`config.mk`:
```
export PLATFORM = sky130hd
export DESIGN_NAME = wr_slot_tracker
export DESIGN_NICKNAME = d
export VERILOG_FILES = /design/src/rtl/wst_pkg.sv /design/src/rtl/wst_adv_counter.sv /design/src/rtl/wst_age_matrix.sv /design/src/rtl/wst_release_flags.sv /design/src/rtl/wr_slot_tracker.sv
export SDC_FILE = /design/constraint.sdc
export NUM_CORES = 1
export LEC_CHECK = 0
export ABC_CLOCK_PERIOD_IN_PS = 4950
export BUFFER_PORTS_ARGS = -buffer_cell sky130_fd_sc_hd__buf_2
export CAP_MARGIN = 10
export CORE_AREA = 5 5 148 150
export CTS_CLUSTER_SIZE = 40
export DETAILED_ROUTE_END_ITERATION = 16
export DIE_AREA = 0 0 153 155
export GPL_TIMING_DRIVEN = 0
export PLACE_DENSITY_LB_ADDON = 0.08
export SKIP_LAST_GASP = 1
export SYNTH_ARGS = -nofsm -noshare
export SYNTH_HDL_FRONTEND = slang
export SYNTH_SLANG_ARGS = --single-unit
```
`constraint.sdc`:
```
create_clock -name clk_i -period 4.95 [get_ports clk_i]
set_clock_uncertainty 0.1 [all_clocks]
set_input_delay 0.495 -clock clk_i [delete_from_list [all_inputs] [get_ports clk_i]]
set_output_delay 0.495 -clock clk_i [all_outputs]
set_load 0.01 [all_outputs]
```
`src/rtl/wst_pkg.sv`:
```
package wst_pkg;

  // Beats credited at allocation: the balance including this cycle's beat, clamped to 0..len
  function automatic int clamp_imm(input int bal, input int len);
    if (bal <= 0) return 0;
    if (bal >= len) return len;
    return bal;
  endfunction

  // Byte offset of a beat inside an incrementing burst
  function automatic int beat_offset(input int beat, input int size);
    return beat << size;
  endfunction

endpackage

```
`src/rtl/wst_adv_counter.sv`:
```
module wst_adv_counter #(
  parameter int CNT_W = 8,
  parameter int LEN_W = 3
) (
  input  logic             clk_i,
  input  logic             rst_ni,
  input  logic             w_valid_i,
  input  logic             aw_fire_i,
  input  logic [LEN_W-1:0] aw_len_i,
  output logic             route_o,
  output logic [LEN_W-1:0] imm_o
);
  localparam logic signed [CNT_W-1:0] CntMax = {1'b0, {(CNT_W-1){1'b1}}};

  logic signed [CNT_W-1:0] bal_q, bal_w, len_s;

  assign len_s   = $signed(CNT_W'(aw_len_i));
  assign bal_w   = bal_q + $signed(CNT_W'(w_valid_i));
  // negative balance: some slot is already waiting for this beat
  assign route_o = w_valid_i & bal_q[CNT_W-1];
  assign imm_o   = LEN_W'(wst_pkg::clamp_imm(int'(bal_w), int'(aw_len_i)));

  always_ff @(posedge clk_i or negedge rst_ni) begin
    if (!rst_ni)        bal_q <= '0;
    else if (aw_fire_i) bal_q <= bal_w - len_s;
    else                bal_q <= bal_w;
  end

  AST_BAL_NO_OVERFLOW: assert property (@(posedge clk_i) disable iff (!rst_ni)
    !(w_valid_i && !aw_fire_i && bal_q == CntMax));

endmodule

```
`src/rtl/wst_age_matrix.sv`:
```
module wst_age_matrix #(
  parameter int N = 4
) (
  input  logic         clk_i,
  input  logic         rst_ni,
  input  logic [N-1:0] alloc_oh_i,
  input  logic [N-1:0] cand_i,
  output logic [N-1:0] oldest_o
);
  localparam int PAIRS = N * (N - 1) / 2;

  // bit for pair (i<j) is 1 when slot j is older than slot i
  logic [PAIRS-1:0] upper_q;

  function automatic int pidx(input int i, input int j);
    return i * N - (i * (i + 1)) / 2 + (j - i - 1);
  endfunction

  always_ff @(posedge clk_i or negedge rst_ni) begin
    if (!rst_ni) upper_q <= '0;
    else begin
      for (int i = 0; i < N; i++) begin
        for (int j = i + 1; j < N; j++) begin
          if (alloc_oh_i[i])      upper_q[pidx(i, j)] <= 1'b1;
          else if (alloc_oh_i[j]) upper_q[pidx(i, j)] <= 1'b0;
        end
      end
    end
  end

  always_comb begin
    for (int i = 0; i < N; i++) begin
      oldest_o[i] = cand_i[i];
      for (int j = 0; j < N; j++) begin
        if (j != i && cand_i[j]) begin
          if (j > i ? upper_q[pidx(i, j)] : !upper_q[pidx(j, i)]) oldest_o[i] = 1'b0;
        end
      end
    end
  end

  AST_SINGLE_OLDEST: assert property (@(posedge clk_i) disable iff (!rst_ni)
    (|cand_i) |-> ($countones(oldest_o) == 1));

endmodule

```
`src/rtl/wst_release_flags.sv`:
```
module wst_release_flags #(
  parameter int NI = 4
) (
  input  logic          clk_i,
  input  logic          rst_ni,
  input  logic [NI-1:0] set_i,
  input  logic [NI-1:0] clr_i,
  output logic [NI-1:0] flags_o
);
  logic [NI-1:0] flags_q;

  always_ff @(posedge clk_i or negedge rst_ni) begin
    if (!rst_ni) flags_q <= '0;
    else         flags_q <= set_i | (flags_q & ~clr_i);
  end

  assign flags_o = flags_q;

  AST_CLR_ONEHOT: assert property (@(posedge clk_i) disable iff (!rst_ni)
    $onehot0(clr_i));
  AST_SET_WINS: assert property (@(posedge clk_i) disable iff (!rst_ni)
    (|set_i) |=> ((flags_q & $past(set_i)) == $past(set_i)));
  AST_CLR_TAKES: assert property (@(posedge clk_i) disable iff (!rst_ni)
    (|(clr_i & ~set_i)) |=> ((flags_q & $past(clr_i & ~set_i)) == '0));

endmodule

```
`src/rtl/wr_slot_tracker.sv`:
```
module wr_slot_tracker #(
  parameter int NUM_SLOTS = 4,
  parameter int MAX_BURST = 4,
  parameter int IID_W     = 2,
  parameter int ADDR_W    = 16,
  parameter int SIZE_W    = 3,
  parameter int CNT_W     = 8,
  localparam int SLOT_W   = (NUM_SLOTS > 1) ? $clog2(NUM_SLOTS) : 1,
  localparam int BEAT_W   = (MAX_BURST > 1) ? $clog2(MAX_BURST) : 1,
  localparam int LEN_W    = $clog2(MAX_BURST + 1),
  localparam int NUM_IIDS = 1 << IID_W,
  localparam int NB       = NUM_SLOTS * MAX_BURST
) (
  input  logic                clk_i,
  input  logic                rst_ni,
  input  logic                aw_valid_i,
  output logic                aw_ready_o,
  input  logic [IID_W-1:0]    aw_iid_i,
  input  logic [ADDR_W-1:0]   aw_addr_i,
  input  logic [SIZE_W-1:0]   aw_size_i,
  input  logic                aw_fixed_i,
  input  logic [LEN_W-1:0]    aw_len_i,
  input  logic                w_valid_i,
  output logic                w_ready_o,
  input  logic                done_valid_i,
  input  logic [SLOT_W-1:0]   done_slot_i,
  input  logic [BEAT_W-1:0]   done_beat_i,
  input  logic [SLOT_W-1:0]   qry_slot_i,
  input  logic [BEAT_W-1:0]   qry_beat_i,
  output logic [ADDR_W-1:0]   qry_addr_o,
  output logic [NUM_SLOTS-1:0] slot_valid_o,
  output logic [NB-1:0]       data_v_o,
  output logic [NB-1:0]       pending_o,
  output logic [NB-1:0]       mem_done_o,
  output logic [NUM_IIDS-1:0] release_en_o,
  input  logic [NUM_IIDS-1:0] released_iid_i
);
  typedef logic [MAX_BURST-1:0] beats_t;

  logic [NUM_SLOTS-1:0] valid_q;
  logic [IID_W-1:0]     iid_q   [NUM_SLOTS];
  logic [ADDR_W-1:0]    addr_q  [NUM_SLOTS];
  logic [SIZE_W-1:0]    size_q  [NUM_SLOTS];
  logic                 fixed_q [NUM_SLOTS];
  beats_t               data_v_q[NUM_SLOTS];
  beats_t               pend_q  [NUM_SLOTS];
  beats_t               done_q  [NUM_SLOTS];

  // named internal events
  logic                 aw_fire;
  logic [NUM_SLOTS-1:0] alloc_oh;
  logic [NUM_SLOTS-1:0] cand;
  logic [NUM_SLOTS-1:0] oldest;
  logic [NUM_SLOTS-1:0] complete;
  logic                 route;
  logic                 done_acc;
  logic [LEN_W-1:0]     imm;
  beats_t               fill    [NUM_SLOTS];
  beats_t               done_hit[NUM_SLOTS];
  logic [NUM_IIDS-1:0]  rel_set;
  logic [$clog2(NB)-1:0] done_flat;

  function automatic beats_t init_data(input int len, input int credited);
    beats_t r;
    for (int b = 0; b < MAX_BURST; b++) r[b] = (b < credited) || (b >= len);
    return r;
  endfunction

  function automatic beats_t beyond_burst(input int len);
    beats_t r;
    for (int b = 0; b < MAX_BURST; b++) r[b] = (b >= len);
    return r;
  endfunction

  function automatic beats_t lowest_clear(input beats_t v);
    return ~v & (v + beats_t'(1));
  endfunction

  assign w_ready_o  = 1'b1;
  assign aw_ready_o = ~&valid_q;
  assign aw_fire    = aw_valid_i & aw_ready_o;
  assign done_acc   = done_valid_i & valid_q[done_slot_i] & data_v_q[done_slot_i][done_beat_i];
  assign done_flat  = $clog2(NB)'(int'(done_slot_i) * MAX_BURST + int'(done_beat_i));

  always_comb begin
    alloc_oh = '0;
    for (int s = NUM_SLOTS - 1; s >= 0; s--) begin
      if (!valid_q[s]) alloc_oh = NUM_SLOTS'(1) << s;
    end
  end

  always_comb begin
    rel_set = '0;
    for (int s = 0; s < NUM_SLOTS; s++) begin
      cand[s]     = valid_q[s] & ~&data_v_q[s];
      complete[s] = valid_q[s] & &done_q[s];
      fill[s]     = (route && oldest[s]) ? lowest_clear(data_v_q[s]) : '0;
      done_hit[s] = (done_acc && done_slot_i == SLOT_W'(s)) ? (beats_t'(1) << done_beat_i) : '0;
      if (complete[s]) rel_set[iid_q[s]] = 1'b1;
    end
  end

  wst_adv_counter #(.CNT_W(CNT_W), .LEN_W(LEN_W)) u_bal (
    .clk_i(clk_i), .rst_ni(rst_ni), .w_valid_i(w_valid_i), .aw_fire_i(aw_fire),
    .aw_len_i(aw_len_i), .route_o(route), .imm_o(imm)
  );

  wst_age_matrix #(.N(NUM_SLOTS)) u_age (
    .clk_i(clk_i), .rst_ni(rst_ni), .alloc_oh_i(aw_fire ? alloc_oh : '0),
    .cand_i(cand), .oldest_o(oldest)
  );

  wst_release_flags #(.NI(NUM_IIDS)) u_rel (
    .clk_i(clk_i), .rst_ni(rst_ni), .set_i(rel_set), .clr_i(released_iid_i),
    .flags_o(release_en_o)
  );

  always_ff @(posedge clk_i or negedge rst_ni) begin
    if (!rst_ni) begin
      valid_q <= '0;
      for (int s = 0; s < NUM_SLOTS; s++) begin
        iid_q[s]    <= '0;
        addr_q[s]   <= '0;
        size_q[s]   <= '0;
        fixed_q[s]  <= 1'b0;
        data_v_q[s] <= '0;
        pend_q[s]   <= '0;
        done_q[s]   <= '0;
      end
    end else begin
      for (int s = 0; s < NUM_SLOTS; s++) begin
        if (aw_fire && alloc_oh[s]) begin
          valid_q[s]  <= 1'b1;
          iid_q[s]    <= aw_iid_i;
          addr_q[s]   <= aw_addr_i;
          size_q[s]   <= aw_size_i;
          fixed_q[s]  <= aw_fixed_i;
          data_v_q[s] <= init_data(int'(aw_len_i), int'(imm));
          pend_q[s]   <= '0;
          done_q[s]   <= beyond_burst(int'(aw_len_i));
        end else if (complete[s]) begin
          valid_q[s]  <= 1'b0;
        end else begin
          data_v_q[s] <= data_v_q[s] | fill[s];
          pend_q[s]   <= (pend_q[s] | fill[s]) & ~done_hit[s];
          done_q[s]   <= done_q[s] | done_hit[s];
        end
      end
    end
  end

  always_comb begin
    slot_valid_o = valid_q;
    for (int s = 0; s < NUM_SLOTS; s++) begin
      data_v_o[s*MAX_BURST +: MAX_BURST]   = data_v_q[s];
      pending_o[s*MAX_BURST +: MAX_BURST]  = pend_q[s];
      mem_done_o[s*MAX_BURST +: MAX_BURST] = done_q[s];
    end
  end

  assign qry_addr_o = fixed_q[qry_slot_i] ? addr_q[qry_slot_i]
                    : addr_q[qry_slot_i] + ADDR_W'(wst_pkg::beat_offset(int'(qry_beat_i),
                                                                        int'(size_q[qry_slot_i])));

  AST_LEN_LEGAL: assert property (@(posedge clk_i) disable iff (!rst_ni)
    aw_valid_i |-> (aw_len_i != '0 && int'(aw_len_i) <= MAX_BURST));
  AST_ALLOC_TAKES_SLOT: assert property (@(posedge clk_i) disable iff (!rst_ni)
    aw_fire |=> ((valid_q & $past(alloc_oh)) == $past(alloc_oh)));
  AST_ROUTE_HAS_TARGET: assert property (@(posedge clk_i) disable iff (!rst_ni)
    route |-> (|cand));
  AST_DONE_LANDS: assert property (@(posedge clk_i) disable iff (!rst_ni)
    done_acc |=> mem_done_o[$past(done_flat)]);
  AST_FREE_AFTER_COMPLETE: assert property (@(posedge clk_i) disable iff (!rst_ni)
    (|complete) |=> ((valid_q & $past(complete)) == '0));

endmodule

```
=== Word-level counts from Yosys, hierarchy flattened ===
Cells that the tools add are included.

* Add/subtract/negate cells: 7
* Bitwise operators: 48
* Multiplexer cells: 114
* Magnitude comparators: 22
* Shift-type cells: 2
* Reduce and logical (&&, ||, !) cells: 45
* Equality and inequality tests: 7

{| class="wikitable"
|+ Operators with widths
! cell !! number
|-
| 4-bit 2-to-1 mux || 43
|-
| 4-bit bitwise OR || 16
|-
| 1-bit 2-to-1 mux || 52
|-
| 16-bit 2-to-1 mux || 3
|-
| 4-bit AND || 9
|-
| 4-bit NOT || 9
|-
| 4-bit AND reduction || 9
|-
| 16-bit binary-select mux with 2-bit select || 1
|-
| 2-bit nonzero test || 10
|-
| 2-bit by 3-bit less-than comparator with 1-bit output, second input constant || 6
|-
| 16-bit adder || 1
|-
| 4-bit by 1-bit adder with 4-bit output, second input constant || 4
|-
| 1-bit logical AND || 16
|-
| 2-bit by 3-bit left shift with 16-bit output || 1
|-
| 3-bit 2-to-1 mux || 5
|-
| 1-bit AND || 12
|-
| 8-bit by 2-bit adder with 8-bit output || 1
|-
| 4-bit binary-select mux with 2-bit select || 1
|-
| 1-bit demux with 2-bit select || 4
|-
| 2-bit by 1-bit greater-or-equal comparator with 1-bit output, second input constant || 4
|-
| 8-bit by 4-bit greater-or-equal comparator with 1-bit output || 1
|-
| 8-bit by 1-bit less-or-equal comparator with 1-bit output, second input constant || 1
|-
| 8-bit 2-to-1 mux || 1
|-
| 2-bit by 1-bit != test with 1-bit output, second input constant || 4
|-
| 15 further kinds || 31
|}

* Register bits: 158
* Bits of input ports: 42
* Output and inout bits: 74

=== Depth between registers and ports, before layout ===
Gate-level depths: netlist of the first run.

* Depth after elaboration: 15
* Depth in mapped cells: 13
* Depth with buffers taken out: 12

=== Cells and area by module ===
Synthesis of the first run repeated with hierarchy kept, for this count alone.

* Cell total of the unflattened synthesis: 891
* Area, all modules: 8219.1 sq um

{| class="wikitable"
|+ Modules (own cells, without submodules)
! module !! area an instance (sq um) !! instances !! seq. area each (sq um) !! cells an instance
|-
| wr_slot_tracker || 7041.8 || 1 || 3503.4 || 771
|-
| wst_adv_counter || 735.7 || 1 || 200.2 || 81
|-
| wst_age_matrix || 296.5 || 1 || 150.1 || 27
|-
| wst_release_flags || 145.1 || 1 || 100.1 || 12
|}

=== Worst setup path after synthesis of the first run ===
Ideal clock, no wire load.

* Kind: input-to-output
* Start: in qry_slot_i[0]
* End: out qry_addr_o[10]
* Path slack: 0.883 ns
* Buffers on the path: 1
* Required time: 4.355 ns
* Arrival time: 3.472 ns
* Cell stages on the path: 11
* Path through: buf_2 > mux4_2 > or2_2 > or2_2 > fa_1 > nor2b_1 > o21a_1 > o21ai_0 > a211oi_1 > o211ai_1 > xnor2_1

* Word-level cells in the longest chain between the ends: 7
* Elaborated cells on any way between the ends: 13
* Classes of those cells: 1 x add/sub; 1 x shift; 10 x mux; 1 x bitwise

{| class="wikitable"
|+ RTL lines
! what !! line !! source
|-
| start, declared || wr_slot_tracker.sv:28 || <nowiki>input logic [SLOT_W-1:0] qry_slot_i,</nowiki>
|-
| 2-bit NOT with 3-bit output (not written as such) * || wr_slot_tracker.sv:161, wr_slot_tracker.sv:162, wr_slot_tracker.sv:163 ||
|-
| 3-bit binary-select mux with 2-bit select || wr_slot_tracker.sv:163 || <nowiki>int'(size_q[qry_slot_i])));</nowiki>
|-
| 3-bit 2-to-1 mux (not written as such) (2 in a row) || wr_slot_tracker.sv:163 ||
|-
| 2-bit by 3-bit left shift with 16-bit output || wst_pkg.sv:12 || <nowiki>return beat << size;</nowiki>
|-
| 16-bit adder || wr_slot_tracker.sv:162 || <nowiki>: addr_q[qry_slot_i] + ADDR_W'(wst_pkg::beat_offset(int'(qry_beat_i),</nowiki>
|-
| 16-bit 2-to-1 mux * || wr_slot_tracker.sv:161 || <nowiki>assign qry_addr_o = fixed_q[qry_slot_i] ? addr_q[qry_slot_i]</nowiki>
|-
| end, declared || wr_slot_tracker.sv:30 || <nowiki>output logic [ADDR_W-1:0] qry_addr_o,</nowiki>
|}

Mark *: on every way between the ends. The rest lies on a longest branch, timed or not. The select of a mux whose other input is x is not followed.

=== Final worst setup path of the first run ===
* Start: in qry_slot_i[1]
* End: out qry_addr_o[10]

Same word-level chain as after synthesis.

==> results of run 1 <==
## state kept, by name (all words and copies together), names as in the netlist
signal / count
data_v_o: 16
pending_o: 16
fixed_q: 4
u_age.upper_q: 6
u_rel.flags_o: 4
size_q: 12
u_bal.bal_q: 8
mem_done_o: 16
slot_valid_o: 4
addr_q: 64
iid_q: 8
## how the worst max path moves through the flow
stage | start | end | cells after the start
2_1_floorplan | qry_slot_i[0] | qry_addr_o[10] | 11
3_3_place_gp | qry_slot_i[0] | qry_addr_o[11] | 12
3_5_place_dp | qry_slot_i[0] | qry_addr_o[11] | 12
4_1_cts | qry_slot_i[0] | qry_addr_o[10] | 15
5_1_grt | qry_slot_i[0] | qry_addr_o[13] | 12
6_report | qry_slot_i[1] | qry_addr_o[10] | 15
## power groups by stage
stage               clock network [mW]  registers (mW)  logic (mW)
finish                            1.36            2.35        2.60
global route                      1.42            2.43        2.91
CTS                               1.38            2.35        2.62
detailed placement                   0            2.37        2.61
global placement                     0            2.37        2.56
floorplan                            0            2.30        1.71
## logic make-up (layout without fill, tap and decap cells)
group                    after synthesis  after routing  share of synthesized area [%]
adder cells (fa/ha/maj)               16             16                           2.58
AO/OA/AOI/OAI                        147            147                           11.4
flip-flops                           158            158                           47.3
multiplexers                          54             54                           10.7
other                                  1              1                         0.0449
XOR/XNOR                              23             23                           2.41
AND/OR/NAND/NOR                      409            409                           21.5
buffers and inverters                 73            220                           3.98
## cell usage after synthesis (8+ instances only)
| library cell | instances |
|---|---|
| inv_1 | 27 |
| dfrtp_1 | 158 |
| nor2b_1 | 8 |
| nor2_1 | 44 |
| nand3_1 | 20 |
| nor3_1 | 16 |
| nand2_1 | 257 |
| o21ai_0 | 39 |
| a21oi_1 | 39 |
| and3_1 | 13 |
| clkbuf_1 | 29 |
| nand2b_1 | 10 |
| mux2_2 | 26 |
| xor2_1 | 9 |
| o211ai_1 | 10 |
| xnor2_1 | 14 |
| nand4_1 | 12 |
| mux4_2 | 22 |
| ha_1 | 14 |
## tightest hold or removal path, stage by stage
cell,delay [ns]
buf_2,0.12
nand2_1,0.05
nand2_1,0.05
## layout make-up
cell class	instances	area [sq um]	share of cell area, %
inverter	27	101	1.02
buffer	46	240	2.42
timing repair buffer	115	616	6.20
multi-input combinational	650	4080	41.1
clock buffer	20	437	4.40
sequential	158	3950	39.8
clock inverter	12	160	1.61
tap	275	344	3.47
## timing repair
item / CTS / global route
hold buffers: 1 / 0
endpoints found under the hold margin: 51 / 0
gates resized for setup: 2 / 4
pin swaps: 0 / 0
setup endpoints to repair: 3 / 6
## per-layer routing
metal / GRT usage (%) / up-vias / wire (microns)
met2: 34.1 / 220 / 11700
met5: 0 / - / 0
met4: 6.53 / 0 / 522
li1: - / 3337 / -
met3: 3.89 / 35 / 1340
met1: 29.0 / 3473 / 11300
## per-stage QoR
step                      worst slack, ns  cell area [sq um]
after floorplan                     0.883               8350
after global placement             0.0184               9250
after detailed placement        -0.000149               9300
after CTS                           0.167               9910
after global routing                0.110               9930
final                               0.382               9930
==> impl_results.md, run 1 <==
- Status: finished, final reports clean
- DPL Wire Length: roughly 18 mm
- Worst R2R Setup Slack: 1.51 ns
- Fin nets: 1073
- Combinational Power Share: between 40 and 50%
- Routed Antenna Nets: 0
- Final cell count without fillers: roughly 1.3k
- Static Leak: 4.70 nW
- Sw Share: 39.7%
- Ranking of synthesized cells by area: dfrtp_1, nand2_1, mux4_2
- Setup crit end kind: output pin
- Initial DRC Count: 407
- Area leader, netlist: dfrtp_1
- Post-Syn Area: 8350 sq um
- Post-route DRC: 0
- Post-CTS Setup Bufs: 0
- Final core utilization: 48.3%
- Dpl cells: approximately 1.3k
- Maximum vdd ir drop: 0.318 mV
- CP delay by family, top: compound AO/OA/AOI/OAI gates
- ANT cells: 0
- Peak Freq: 219 MHz
- WHS: approximately 0.21 ns
- GRT Overall Usage: 21.1%
- WL per Instance: 19.1 microns
- Final setup TNS: 0 ns
- Register area share after synthesis: between 40 and 50%
- Commonest non-fill, non-tap cells in the layout: nand2_1, dfrtp_1, buf_2
- PD cells: 636 nW/um^2
- Largest net degree at the start of global routing: 108
- 1st-pass router iterations: 4
- Mapped Avg Cell Area: 9.48 sq um
- Hold path start: aw_addr_i[12]
- Startpoint type of the worst setup path: primary input
- GP Congestion: ~0.84
- Reg2Reg Depth: 9
- Core Area: 20600 sq um
- Shortest period the worst path allows: roughly 4.6 ns
- Worst slew pin tran: 0.922 ns
- Switching power: about 2.5 mW
- Layout cells sized above 1: 21.5%
- Slew headroom: 38.1%
- Clk root buf: clkbuf_16
- Clk_lat worst skew: 0.44 ns
- Layout fillers: 2000
- Vias per cell: ~5.4
- CTS tree: done
- Die height: approximately 160 microns
- Die width: 153 microns
- Commonest non-fill, non-tap cell in the layout: nand2_1
- IO Count: 116
- Crit Path Category: in2out
- EDFF count, synth: 0
- Hold Fails Final Rpt: 0
- Full die area: about 24000 sq um
- Vias in the first global route: 7021
- Flops & latches, synth: between 150 and 200
- Crit path largest cell delay: 0.53 ns
- Drt total wl: 24.8 mm
- Req. time, crit path: roughly 4.4 ns
- Worst-path clk slew: 0.06 ns
- Yosys warning count: 0
- DR vias: 7065
- Final Power: 6.31 mW
- Most used cell, CP: buf_2
- Cell row count: 53
- Syn nets: 939
- Cell count after synthesis: 881
- Share of flip-flops with an asynchronous set or reset: 100%
- # setup viols final: 0
- Buffers on Ports: 111
- Area grow syn2layout: 18.9%
- Max Buffers Root-to-Sink: 2
- Max-cap viol count: 0
- RSZ-0062 raised after global routing: no
- Int Pwr: about 3.8 mW
- Clock sinks: roughly 160
- Reg-to-Reg Start: u_bal.bal_q[0]$_DFF_PN0_
- H-tree depth: 4
- Worst EP arrival: between 3 and 4 ns
- Crit-path cells: buf_2 > clkbuf_1 > mux4_2 > or2_2 > nor2_1 > ha_1 > inv_1 > fa_1 > nor2b_1 > o21a_1 > o21ai_0 > a211oi_2 > o211ai_1 > xnor2_1 > buf_2
- GR Overflow Total: 0
- Buf+Inv Stages, Crit Path: 4
- Post-synth top area share: 47.3%
- Flop pwr share: 37.3%
- Hold depth: 3
- Synth Flop Type: dfrtp_1
- Hold Path End: addr_q[12]$_DFFE_PN0P_
- Final period utilization: 92.3%
- Critical-path top delay cell: clkbuf_1
- Worst r2r dst: data_v_o[2]$_DFFE_PN0P_
- Global-route wire length before repair: between 30 and 40 mm
- CTS Buf Count: 17
- Initial antenna violation count: 0
- CP max FO: 10
- Clock network fraction of total power: 21.5%
- Synth cell types: 65
- Count of pins over their slew limit: 0
- Initial Utilization: 40.6%
- Worst min path class: in2reg
(Power assumes the default switching activity.)
==> run 2: changes to the inputs <==
Settings changed: PLACE_DENSITY_LB_ADDON 0.08 to default.
==> impl_results.md, run 2 (synthesized netlist as in run 1, its figures left out) <==
- Req. time, crit path: 4.36 ns (about the same)
- Most flops, register: addr_q
- Hold path start: aw_addr_i[10]
- Fin nets: 1071 (-0.19%)
- Combinational Power Share: 41.1% (about the same)
- Worst-path clk slew: 0.07 ns (about the same)
- Worst R2R Setup Slack: 1.33 ns (-0.18 ns)
- Hold Fails Final Rpt: 0 (unchanged)
- Initial Utilization: 40.6% (unchanged)
- Highest Signal Layer: met4
- Crit Path Category: in2out
- Routed Antenna Nets: 0 (unchanged)
- Cell area after placement: 9290 sq um (about the same)
- Max reg flops: 64 (unchanged)
- Fin area: 9920 sq um (-0.13%)
- Global-route wire length before repair: 37.6 mm (-4.1%)
- Startpoint type of the worst setup path: primary input
- Die height: 155 microns (unchanged)
- Crit-path cells: buf_2 > clkbuf_1 > mux4_2 > or2_2 > or2_2 > fa_1 > nor2b_1 > o21a_1 > o21ai_0 > a211oi_1 > o211ai_1 > xnor2_1 > buf_2
- Routed wl met2: 11.4 mm (-3.0%)
- 1st-pass router iterations: 5 (+1)
- Vias in the first global route: 6969 (-0.74%)
- Initial antenna violation count: 0 (unchanged)
- # setup viols final: 0 (unchanged)
- Post-route DRC: 0 (unchanged)
- Buffers on Ports: 111 (unchanged)
- Setup crit end kind: output pin
- Core Area: 20600 sq um (unchanged)
- DR vias: 7034 (-0.44%)
- Max Buffers Root-to-Sink: 2 (unchanged)
- Metal3 WL: 1.39 mm (+3.8%)
- Crit path largest cell delay: 0.53 ns (about the same)
- ANT cells: 0 (unchanged)
- Flop pwr share: 37.4% (about the same)
- Hold Path End: addr_q[42]$_DFFE_PN0P_
- Int Pwr: 3.77 mW (-0.96%)
- Clock network fraction of total power: 21.5% (about the same)
- PD cells: 635 nW/um^2 (-0.18%)
- Peak Freq: 215 MHz (-2.0%)
- Largest net degree at the start of global routing: 81 (-25%)
- CP max FO: 10 (unchanged)
- Clk_lat worst skew: 0.43 ns (about the same)
- WHS: 0.208 ns (+0.00311 ns)
- Dpl cells: 1268 (-0.079%)
- Commonest non-fill, non-tap cells in the layout: nand2_1, dfrtp_1, buf_2
- Static Leak: 4.70 nW (about the same)
- Hold depth: 3 (unchanged)
- CTS Buf Count: 17 (unchanged)
- CTS tree: done
- Clk root buf: clkbuf_16
- GR Overflow Total: 0 (unchanged)
- Final Power: 6.30 mW (-0.31%)
- IO Count: 116 (unchanged)
- Slew headroom: 20.5% (-18 points)
- Die width: 153 microns (unchanged)
- H-tree depth: 4 (unchanged)
- DPL Wire Length: 17.7 mm (-2.0%)
- Worst min path class: in2reg
- Maximum vdd ir drop: 0.350 mV (+10%)
- Final period utilization: 94.1% (+1.8 points)
- Switching power: 2.52 mW (+0.70%)
- Initial DRC Count: 447 (+9.8%)
- Layout cells sized above 1: 21.4% (-0.056 points)
- Sw Share: 40.1% (+0.40 points)
- Status: finished, final reports clean
- WL per Instance: 18.5 microns (-2.8%)
- Post-CTS Setup Bufs: 0 (unchanged)
- GP Congestion: 0.898 (+7.0%)
- Commonest non-fill, non-tap cell in the layout: nand2_1
- GRT Overall Usage: 20.2% (-0.90 points)
- Reg2Reg Depth: 8 (-1)
- Final setup TNS: 0 ns (unchanged)
- Worst EP arrival: 4.06 ns (+0.09 ns)
- Cell row count: 53 (unchanged)
- Met1 WL: 10.9 mm (-3.0%)
- Max-cap viol count: 0 (unchanged)
- Drt total wl: 24.1 mm (-3.0%)
- Worst r2r dst: u_bal.bal_q[6]$_DFF_PN0_
- Reg-to-Reg Start: u_bal.bal_q[0]$_DFF_PN0_
- Full die area: 23700 sq um (unchanged)
- Final cell count without fillers: 1301 (-0.15%)
- Critical-path top delay cell: clkbuf_1
- Vias per cell: 5.41 (-0.29%)
- Worst slew pin tran: 1.16 ns (+0.241 ns)
- Clock sinks: 158 (unchanged)
- Area grow syn2layout: 18.7%
- Shortest period the worst path allows: 4.66 ns (+0.0912 ns)
- Count of pins over their slew limit: 0 (unchanged)
- RSZ-0062 raised after global routing: no
## run 2: cell types whose count changed in the layout (fill, tap and decap cells not counted), sizes merged
cell / before / now
clkbuf: 50 / 47
inv: 30 / 36
bufinv: 3 / 2
clkinv: 2 / 1
buf: 128 / 127
clkinvlp: 4 / 2
## run 2: power by group through the flow
stage / logic, mW / clock network, mW / registers (mW)
CTS: 2.61 / 1.37 / 2.35
global placement: 2.54 / 0 / 2.36
finish: 2.58 / 1.35 / 2.36
detailed placement: 2.59 / 0 / 2.37
global route: 2.88 / 1.43 / 2.42
floorplan: 1.71 / 0 / 2.30
## run 2: per-layer routing
layer / vias up / GRT usage (%)
li1: 3335 / -
met1: 3426 / 27.4
met2: 240 / 33.2
met3: 33 / 4.06
met4: 0 / 5.73
met5: - / 0
## run 2: cell type report
class                   instances  area [sq um]
plain buffers                  46           240
clock buffers                  18           429
clock inverters                14           173
fillers                      1968         10600
inverters                      27           101
multi-input cells             650          4070
flip-flops and latches        158          3950
well taps                     275           344
repair buffers                113           603
## run 2: stage by stage
stage	setup WS [ns]	util (%)
finish	0.291	48.2
global route	0.0404	48.2
global placement	-0.116	45.0
CTS	0.0752	48.2
detailed placement	-0.129	45.2
floorplan	0.883	-
## run 2: worst max path at each step
stage                        from              to  slack, ns
floorplan           qry_slot_i[0]  qry_addr_o[10]       0.88
global placement    qry_slot_i[0]  qry_addr_o[15]      -0.12
detailed placement  qry_slot_i[0]  qry_addr_o[15]      -0.13
CTS                 qry_slot_i[1]  qry_addr_o[15]       0.08
global route        qry_slot_i[1]  qry_addr_o[10]       0.04
finish              qry_slot_i[1]  qry_addr_o[12]       0.29
## run 2: worst max-delay path: cells and delay by family
family | cells | cell delay, ns
XOR/XNOR | 1 | 0.14
multiplexers | 1 | 0.49
AND/OR/NAND/NOR | 3 | 0.76
AO/OA/AOI/OAI | 4 | 0.97
adder cells (fa/ha/maj) | 1 | 0.44
buffers and inverters | 3 | 0.76
## run 2: repair_timing
item | 4_1_cts | 5_1_grt
endpoints found under the setup margin | 1 | 6
pin swaps | 0 | 0
hold buffers | 1 | 0
resized for setup | 2 | 3
cloned | 0 | 0
endpoints found under the hold margin | 79 | 0
==> run 3: changes to the inputs <==
Settings changed: CORE_AREA 5 5 148 150 to 2 2 133 135, DIE_AREA 0 0 153 155 to 0 0 135 137, PLACE_DENSITY from default to 0.7, SKIP_LAST_GASP 1 to default.
==> impl_results.md, run 3 (synthesized netlist as in run 1, its figures left out) <==
- Status: finished, final reports clean
- Req. time, crit path: 4.36 ns (about the same)
- Hold path start: aw_addr_i[9]
- GRT Overall Usage: 25.8% (+5.7 points)
- Post-CTS Setup Bufs: 0 (unchanged)
- H-tree depth: 4 (unchanged)
- Peak Freq: 214 MHz (-0.52%)
- Layout fillers: 1514 (-23%)
- Cell row count: 48 (-9.4%)
- Commonest non-fill, non-tap cells in the layout: nand2_1, dfrtp_1, buf_2
- Global-route wire length before repair: 36.6 mm (-2.6%)
- Commonest non-fill, non-tap cell in the layout: nand2_1
- Initial DRC Count: 634 (+42%)
- Layout cells sized above 1: 21.6% (+0.19 points)
- Area grow syn2layout: 18.4%
- CTS Buf Count: 17 (unchanged)
- Startpoint type of the worst setup path: primary input
- Crit Path Category: in2out
- Vias per cell: 5.71 (+5.6%)
- Initial antenna violation count: 0 (unchanged)
- Buffers on Ports: 111 (unchanged)
- Met3 Usage GRT: 4.56% (+0.49 points)
- Post-route DRC: 0 (unchanged)
- Max Buffers Root-to-Sink: 2 (unchanged)
- Maximum vdd ir drop: 0.325 mV (-7.2%)
- Largest net degree at the start of global routing: 83 (+2.5%)
- Setup crit start: qry_slot_i[1]
- Drt total wl: 22.8 mm (-5.2%)
- Clk_lat worst skew: 0.42 ns (about the same)
- Most flops, register: addr_q
- 1st-pass router iterations: 6 (+1)
- Count of pins over their slew limit: 0 (unchanged)
- Final core utilization: 58.0% (+9.7 points)
- Routed Antenna Nets: 0 (unchanged)
- Core Area: 17100 sq um (-17%)
- Slew headroom: 22.2% (+1.7 points)
- WL per Instance: 18.3 microns (-1.4%)
- Worst min path class: in2reg
- Reg-to-Reg Start: u_bal.bal_q[0]$_DFF_PN0_
- Die width: 135 microns (-12%)
- # setup viols final: 0 (unchanged)
- M1 GR Usage: 34.9% (+7.5 points)
- Worst-path clk slew: 0.06 ns (about the same)
- Vias in the first global route: 7056 (+1.2%)
- Clock sinks: 158 (unchanged)
- GR Overflow Total: 0 (unchanged)
- PD cells: 639 nW/um^2 (+0.69%)
- DR vias: 7144 (+1.6%)
- Setup crit end kind: output pin
- Max-cap viol count: 0 (unchanged)
- WHS: 0.204 ns (-0.00459 ns)
- Max reg flops: 64 (unchanged)
- Worst slew pin tran: 1.14 ns (-0.0246 ns)
- DPL Wire Length: 16.4 mm (-7.6%)
- IO Count: 116 (unchanged)
- Clk root buf: clkbuf_16
- Initial Utilization: 49.0% (+8.3 points)
- RSZ-0062 raised after global routing: no
- Hold Fails Final Rpt: 0 (unchanged)
- Shortest period the worst path allows: 4.68 ns (+0.0241 ns)
- Worst EP arrival: 4.09 ns (+0.03 ns)
- Static Leak: 4.71 nW (+0.26%)
- GP Congestion: 0.916 (+2.0%)
- Fin nets: 1071 (unchanged)
- Final period utilization: 94.6% (+0.49 points)
- Global routing met2 resource utilization: 41.7% (+8.5 points)
- ANT cells: 0 (unchanged)
- Die height: 137 microns (-12%)
- Top Usage Layer GRT: met2
- CTS tree: done
- CP max FO: 10 (unchanged)
- Full die area: 18500 sq um (-22%)
run 3: cell types whose count changed in the layout (fill, tap and decap cells not counted), sizes merged:
cell      change
inv           -7
clkinvlp      +1
clkinv        +2
clkbuf        +3
bufinv        +1
run 3: worst paths after layout:
path	to	slack (ns)	cells past startpoint
max	qry_addr_o[14]	0.27	13
min	addr_q[9]$_DFFE_PN0P_	0.20	3
max reg2reg	u_bal.bal_q[6]$_DFF_PN0_	1.30	8
min reg2reg	addr_q[2]$_DFFE_PN0P_	0.37	2
max in group asynchronous	addr_q[57]$_DFFE_PN0P_	3.44	3
min in group asynchronous	mem_done_o[5]$_DFFE_PN0P_	0.54	2
run 3: critical path: stages:
cell and delay, ns:
buf_2 0.09, clkbuf_1 0.56, mux4_2 0.49, or2_2 0.33, or2_2 0.30, fa_1 0.44, nor2b_1 0.14, o21a_1 0.17
o21ai_0 0.16, a211oi_2 0.41, o211ai_1 0.15, xnor2_1 0.18, buf_2 0.16
run 3: repair_timing:
| item | CTS | global route |
|---|---|---|
| hold buffers | 1 | 0 |
| hold endpoints to repair | 76 | 0 |
| gates resized for setup | 2 | 4 |
| endpoints found under the setup margin | 3 | 7 |
run 3: routing by layer:
layer	vias up	wire [microns]
met5	-	0
met4	0	608
met3	46	1390
met2	272	10900
met1	3487	9940
li1	3339	-
run 3: layout make-up:
| class | instances | area (sq um) | share of cell area (%) |
|---|---|---|---|
| sequential | 158 | 3950 | 40.0 |
| inverter | 27 | 101 | 1.02 |
| multi-input combinational | 650 | 4080 | 41.2 |
| clock buffer | 21 | 480 | 4.86 |
| tap | 225 | 282 | 2.85 |
| buffer | 46 | 240 | 2.43 |
| clock inverter | 11 | 153 | 1.54 |
| timing repair buffer | 113 | 603 | 6.10 |
run 3: stage by stage:
step / std cells / power, mW / TNS, ns / worst slack, ns / instance area, sq um
finish: 1251 / 6.32 / 0 / 0.267 / 9890
global route: 1251 / 6.74 / 0 / 0.0547 / 9890
CTS: 1251 / 6.32 / 0 / 0.0153 / 9880
detailed placement: 1218 / 4.91 / -0.265 / -0.129 / 9230
global placement: 1217 / 4.83 / -0.265 / -0.136 / 9190
floorplan: 881 / 4.01 / 0 / 0.883 / 8350
run 3: power breakdown:
group | total, mW | internal, mW | switching, mW
logic | 2.59 | 1.13 | 1.45
clock network | 1.39 | 0.851 | 0.538
registers | 2.35 | 1.88 | 0.468
total | 6.32 | 3.86 | 2.46
